<file path="config.mk">
export PLATFORM = sky130hd
export DESIGN_NAME = rx_eoi_ctrl
export DESIGN_NICKNAME = d
export VERILOG_FILES = /design/src/rtl/rxeoi_pkg.sv /design/src/rtl/rxeoi_decode.sv /design/src/rtl/rxeoi_timer.sv /design/src/rtl/rx_eoi_ctrl.sv
export SDC_FILE = /design/constraint.sdc
export NUM_CORES = 1
export LEC_CHECK = 0
export BUFFER_PORTS_ARGS = -buffer_cell sky130_fd_sc_hd__buf_2
export CAP_MARGIN = 0
export CORE_MARGIN = 2
export CORE_UTILIZATION = 56
export DETAILED_ROUTE_END_ITERATION = 8
export GPL_TIMING_DRIVEN = 1
export PLACE_DENSITY = 0.88
export SETUP_SLACK_MARGIN = 0.02
export SLEW_MARGIN = 10
export SYNTH_ARGS = -nofsm -noshare
export SYNTH_HDL_FRONTEND = slang
export SYNTH_HIERARCHICAL = 1
export SYNTH_SLANG_ARGS = --single-unit
</file>
<file path="constraint.sdc">
create_clock -name clk -period 7.6 [get_ports clk]
set_clock_uncertainty 0.2 [all_clocks]
set_input_delay 2.28 -clock clk [delete_from_list [all_inputs] [get_ports clk]]
set_output_delay 2.28 -clock clk [all_outputs]
set_load 0.1 [all_outputs]
</file>
<file path="src/rtl/rxeoi_pkg.sv">
package rxeoi_pkg;
    localparam int BIT_TERM   = 7;
    localparam int BIT_DISC   = 6;
    localparam int BIT_LDT2   = 5;
    localparam int BIT_LDT1   = 4;
    localparam int BIT_NOXFER = 3;
    localparam int RSVD_W     = 3;

    typedef struct packed {
        logic valid;
        logic term;
        logic disc;
        logic ld_t2;
        logic ld_t1;
        logic no_xfer;
    } eoi_cmd_t;
endpackage

</file>
<file path="src/rtl/rxeoi_decode.sv">
module rxeoi_decode
    import rxeoi_pkg::*;
(
    input  logic       cmd_wr,
    input  logic       isr_active,
    input  logic [7:0] cmd_data,
    output eoi_cmd_t   cmd
);
    logic rsvd_clean;

    always_comb begin
        rsvd_clean    = (cmd_data[RSVD_W-1:0] == '0);
        cmd.valid     = cmd_wr && isr_active && rsvd_clean;
        cmd.term      = cmd_data[BIT_TERM];
        cmd.disc      = cmd_data[BIT_DISC];
        cmd.ld_t2     = cmd_data[BIT_LDT2];
        cmd.ld_t1     = cmd_data[BIT_LDT1];
        cmd.no_xfer   = cmd_data[BIT_NOXFER];
    end
endmodule

</file>
<file path="src/rtl/rxeoi_timer.sv">
module rxeoi_timer #(
    parameter int W       = 16,
    parameter bit HI_ONLY = 1'b0
) (
    input  logic         clk,
    input  logic         rst_n,
    input  logic         load,
    input  logic [7:0]   load_val,
    input  logic         tick,
    output logic [W-1:0] count,
    output logic         expire
);
    logic [W-1:0] cnt_d, cnt_q;
    logic [W-1:0] load_word;

    generate
        if (HI_ONLY && W > 8) begin : g_hi
            assign load_word = {load_val, cnt_q[W-9:0]};
        end else begin : g_full
            assign load_word = W'(load_val);
        end
    endgenerate

    always_comb begin
        cnt_d  = cnt_q;
        expire = 1'b0;
        if (load) begin
            cnt_d = load_word;
        end else if (tick && cnt_q != '0) begin
            cnt_d  = cnt_q - 1'b1;
            expire = (cnt_q == W'(1));
        end
    end

    always_ff @(posedge clk) begin
        if (!rst_n) cnt_q <= '0;
        else        cnt_q <= cnt_d;
    end

    assign count = cnt_q;
endmodule

</file>
<file path="src/rtl/rx_eoi_ctrl.sv">
module rx_eoi_ctrl
    import rxeoi_pkg::*;
#(
    parameter int          AW    = 16,
    parameter int          CW    = 8,
    parameter int          T1W   = 16,
    parameter int          T2W   = 8,
    parameter logic [15:0] BASE0 = 16'h0100,
    parameter logic [15:0] BASE1 = 16'h0200
) (
    input  logic           clk,
    input  logic           rst_n,
    input  logic           cmd_wr,
    input  logic [7:0]     cmd_data,
    input  logic           isr_active,
    input  logic           exc_pending,
    input  logic [7:0]     exc_char,
    input  logic           dma_mode,
    input  logic           sync_mode,
    input  logic [7:0]     tmr_val,
    input  logic           desc_wr,
    input  logic [AW-1:0]  desc_base,
    input  logic           rx_we,
    input  logic [7:0]     rx_data,
    input  logic           tick,
    input  logic           tmr_ack,
    output logic           act_buf,
    output logic [CW-1:0]  done_cnt,
    output logic [1:0]     done_flag,
    output logic           nodata,
    output logic           term_err,
    output logic           tmr_irq,
    output logic [T1W-1:0] tmr1_val,
    output logic [T2W-1:0] tmr2_val,
    output logic           mem_we,
    output logic [AW-1:0]  mem_addr,
    output logic [7:0]     mem_data
);
    localparam int NBUF = 2;

    typedef struct packed {
        logic                     act;
        logic [NBUF-1:0][AW-1:0]  base;
        logic [NBUF-1:0][CW-1:0]  cnt;
        logic [CW-1:0]            done_cnt;
        logic [NBUF-1:0]          done_flag;
        logic                     nodata;
        logic                     term_err;
        logic                     irq;
        logic                     mem_we;
        logic [AW-1:0]            mem_addr;
        logic [7:0]               mem_data;
    } state_t;

    state_t   s_d, s_q;
    eoi_cmd_t cmd;
    logic     t1_exp, t2_exp;
    logic     ld_t1, ld_t2;
    logic     nxt;

    rxeoi_decode u_dec (
        .cmd_wr     (cmd_wr),
        .isr_active (isr_active),
        .cmd_data   (cmd_data),
        .cmd        (cmd)
    );

    assign ld_t1 = cmd.valid && cmd.ld_t1 && sync_mode;
    assign ld_t2 = cmd.valid && cmd.ld_t2 && sync_mode;

    rxeoi_timer #(.W(T1W), .HI_ONLY(1'b1)) u_tmr1 (
        .clk      (clk),
        .rst_n    (rst_n),
        .load     (ld_t1),
        .load_val (tmr_val),
        .tick     (tick),
        .count    (tmr1_val),
        .expire   (t1_exp)
    );

    rxeoi_timer #(.W(T2W), .HI_ONLY(1'b0)) u_tmr2 (
        .clk      (clk),
        .rst_n    (rst_n),
        .load     (ld_t2),
        .load_val (tmr_val),
        .tick     (tick),
        .count    (tmr2_val),
        .expire   (t2_exp)
    );

    always_comb begin
        s_d          = s_q;
        nxt          = ~s_q.act;
        s_d.term_err = 1'b0;
        s_d.mem_we   = 1'b0;
        s_d.irq      = (s_q.irq && !tmr_ack) || t1_exp || t2_exp;

        if (desc_wr) s_d.base[s_q.act] = desc_base;

        if (cmd.valid) begin
            s_d.nodata = cmd.no_xfer;
            if (dma_mode) begin
                if (cmd.term && !exc_pending) begin
                    s_d.term_err = 1'b1;
                end else if (cmd.term) begin
                    s_d.act             = nxt;
                    s_d.done_cnt        = s_q.cnt[s_q.act];
                    s_d.done_flag[s_q.act] = 1'b1;
                    s_d.done_flag[nxt]  = 1'b0;
                    if (!cmd.disc) begin
                        s_d.mem_we   = 1'b1;
                        s_d.mem_addr = s_q.base[nxt];
                        s_d.mem_data = exc_char;
                        s_d.cnt[nxt] = CW'(1);
                    end else begin
                        s_d.cnt[nxt] = '0;
                    end
                end else if (exc_pending && !cmd.disc) begin
                    s_d.mem_we   = 1'b1;
                    s_d.mem_addr = s_q.base[s_q.act] + AW'(s_q.cnt[s_q.act]);
                    s_d.mem_data = exc_char;
                    s_d.cnt[s_q.act] = s_q.cnt[s_q.act] + 1'b1;
                end
            end
        end else if (rx_we) begin
            s_d.mem_we   = 1'b1;
            s_d.mem_addr = s_q.base[s_q.act] + AW'(s_q.cnt[s_q.act]);
            s_d.mem_data = rx_data;
            s_d.cnt[s_q.act] = s_q.cnt[s_q.act] + 1'b1;
        end
    end

    always_ff @(posedge clk) begin
        if (!rst_n) begin
            s_q           <= '0;
            s_q.base[0]   <= AW'(BASE0);
            s_q.base[1]   <= AW'(BASE1);
        end else begin
            s_q <= s_d;
        end
    end

    assign act_buf   = s_q.act;
    assign done_cnt  = s_q.done_cnt;
    assign done_flag = s_q.done_flag;
    assign nodata    = s_q.nodata;
    assign term_err  = s_q.term_err;
    assign tmr_irq   = s_q.irq;
    assign mem_we    = s_q.mem_we;
    assign mem_addr  = s_q.mem_addr;
    assign mem_data  = s_q.mem_data;
endmodule

</file>
==> results.toml <==
[cells_and_area]
diodes = 0
nFillCells = 974
multi_input_area_um2 = 3777
postLayoutCellArea_um2 = 7186
drive_above_1_share = 0.2267
area_growth_pct = 8.687
seqCellArea_um2 = 2223
fin_nets = 929

[floorplan]
io_pins = 122
design.die.area_um2 = 12690
start_util = 0.5765
die_width_um = 112.7
rows = 39
core_um2 = 11470
die_y_um = 112.7

[timing]
min_period_over_period = 0.6635
tightest_slew_ns = 1.172
fin_crit_ns = 5.042
hold_violations = 0
setup_tns_ns = 0
rsz0062_at_grt = "false"
slew_violations = 0
max_freq_mhz = 198.3
finalSetupViolations = 0
slew_headroom = 0.2169

[logic_synthesis]
synth.top_cells.by_area = "dfxtp_1 (34%), nand2_1 (7.0%), a21oi_1 (6.3%), buf_4 (4.8%), mux2i_1 (3.8%)"
synth_nets = 878
syn_inst = 804
syn_area_per_cell_um2 = 8.223
ys_seq_area_frac = 0.3361
synth_common_cells = "nand2_1 (124), dfxtp_1 (111), a21oi_1 (83)"
yosys.cell_types.count = 89
yosys_warnings = 6
synth-async-reset-ratio = 0
synth-seq-cells = 111
synth-edff-count = 0
ys.flop_type = "dfxtp_1"
yosysTopAreaCell = "dfxtp_1"
yosysMostFrequentCell = "nand2_1"
synth_top_area_frac = 0.3361
synth_area_um2 = 6611

[global_routing]
grt_max_degree = 85
grt_antenna_before_repair = 0
grt_pass1_vias = 5479
grt_overflow = 0
track_usage = 0.2582
grt_pass1_wl_um = 26980

[power]
peakVddDrop_uv = 520.4
p_per_area_nw_per_um2 = 330.3
cellLeakagePower_nw = 2.862

[setup_path]
start_kind = "primary input"
cp_max_fo = 23
endpoint_kind = "register"
rr_startpoint = "act_buf"
critPathKind = "primary input to register"
required_ns = 7.61
cp.arrival_ns = 5.05
critPathLaunch = "cmd_data[2]"
reg2reg_slack_ns = 3.83

[clocking]
clock_latency_ns = 0.35
cts_buffers = 9
clock-sinks = 111
post_cts_buffers = 0
cts_tree = "built"
h-tree-depth = 3
path_clk_slew_ns = 0.08
clock_path_buffers = 2
root_buffer = "clkbuf_16"
cts_resized = 0
hold_buffers = 0

[drt]
num_vias = 6151
first_pass_iters = 5
first_iter_violations = 691
drc = 0
wl_per_cell_um = 16.83
routed_wl_um = 16880
vias_per_cell = 6.133
ant_nets = 0

[placed_design]
dp_hpwl_um = 11740
place_area_um2 = 6857
place_congestion = 0.9131
io_buffers = 121

[min_path]
hold_class = "register to register"
worst_hold_startpoint = "mem_data[0]"

[flow_run]
drv_cap = 0

[run_status]
outcome = "completed"
## per-stage QoR
step                      setup WS [ns]  instances  utilization  total power [mW]  hold WS (ns)
after global routing              2.282       1003       0.6266             2.475        0.2830
after floorplan                   3.290        804            -             1.679        0.2367
after global placement            2.372        987       0.5979             1.820        0.2430
final                             2.558       1003       0.6266             2.373        0.2591
after detailed placement          2.260        987       0.5979             1.840        0.2488
after CTS                         2.569       1003       0.6266             2.366        0.2610
## flip-flops by register name (all words and copies together) (netlist names), 2 cells and up
register and count:
mem_data 8, u_tmr2/count 8, mem_addr 16, u_tmr1/count 16, s_q 48, done_flag 2
done_cnt 8
## worst max-delay path, stage by stage
cell      delay (ns)
buf_2           0.11
nor4_2          0.96
nor3b_2         0.81
nor2_2          0.38
a222oi_1        0.45
nor2_1          0.06
## layout make-up
class | count | share of cell area
multi-input combinational | 595 | 0.5257
inverter | 15 | 0.007836
clock buffer | 10 | 0.03326
sequential | 111 | 0.3094
timing repair buffer | 123 | 0.08637
clock inverter | 6 | 0.01254
tap | 143 | 0.02490
## placed cells by master (no fill, tap or decap), types with 7 or more instances in the layout
cell	n
clkbuf_16	9
mux2i_1	25
o21ai_0	36
inv_1	13
nand2b_1	7
nor2_1	61
nand2_1	124
buf_2	121
a31oi_1	7
dfxtp_1	110
mux2_2	19
a211oi_1	11
a22oi_1	15
xnor2_1	14
nand3_1	23
ha_1	14
a21oi_1	83
nor3_1	9
nand4_1	12
## path summary, 6_finish.rpt
kind	cells after the start	endpoint
setup / recovery	6	mem_addr[3]
hold / removal	2	mem_data[0]
setup reg to reg	10	mem_addr[8]
hold reg to reg	2	mem_data[0]
## report_power, final
part	internal [mW]	switching, mW
combinational	0.302	0.791
clock	0.300	0.222
sequential	0.650	0.108
total	1.25	1.12
## layer usage
metal | vias up | global-route usage | part of all wire
met1 | 2893 | 0.3435 | 0.44
met5 | - | 0 | 0
met2 | 279 | 0.4287 | 0.47
li1 | 2951 | - | -
met3 | 28 | 0.05292 | 0.075
met4 | 0 | 0.06829 | 0.016
## cell families after synthesis
logic type,share of synthesized area
compound gates,0.2012
xor+xnor,0.02763
fa+ha+maj,0.02952
buf+inv,0.09292
flops,0.3361
mux,0.07248
simple gates,0.2402
Note: power is estimated with default switching activity, not from simulation.
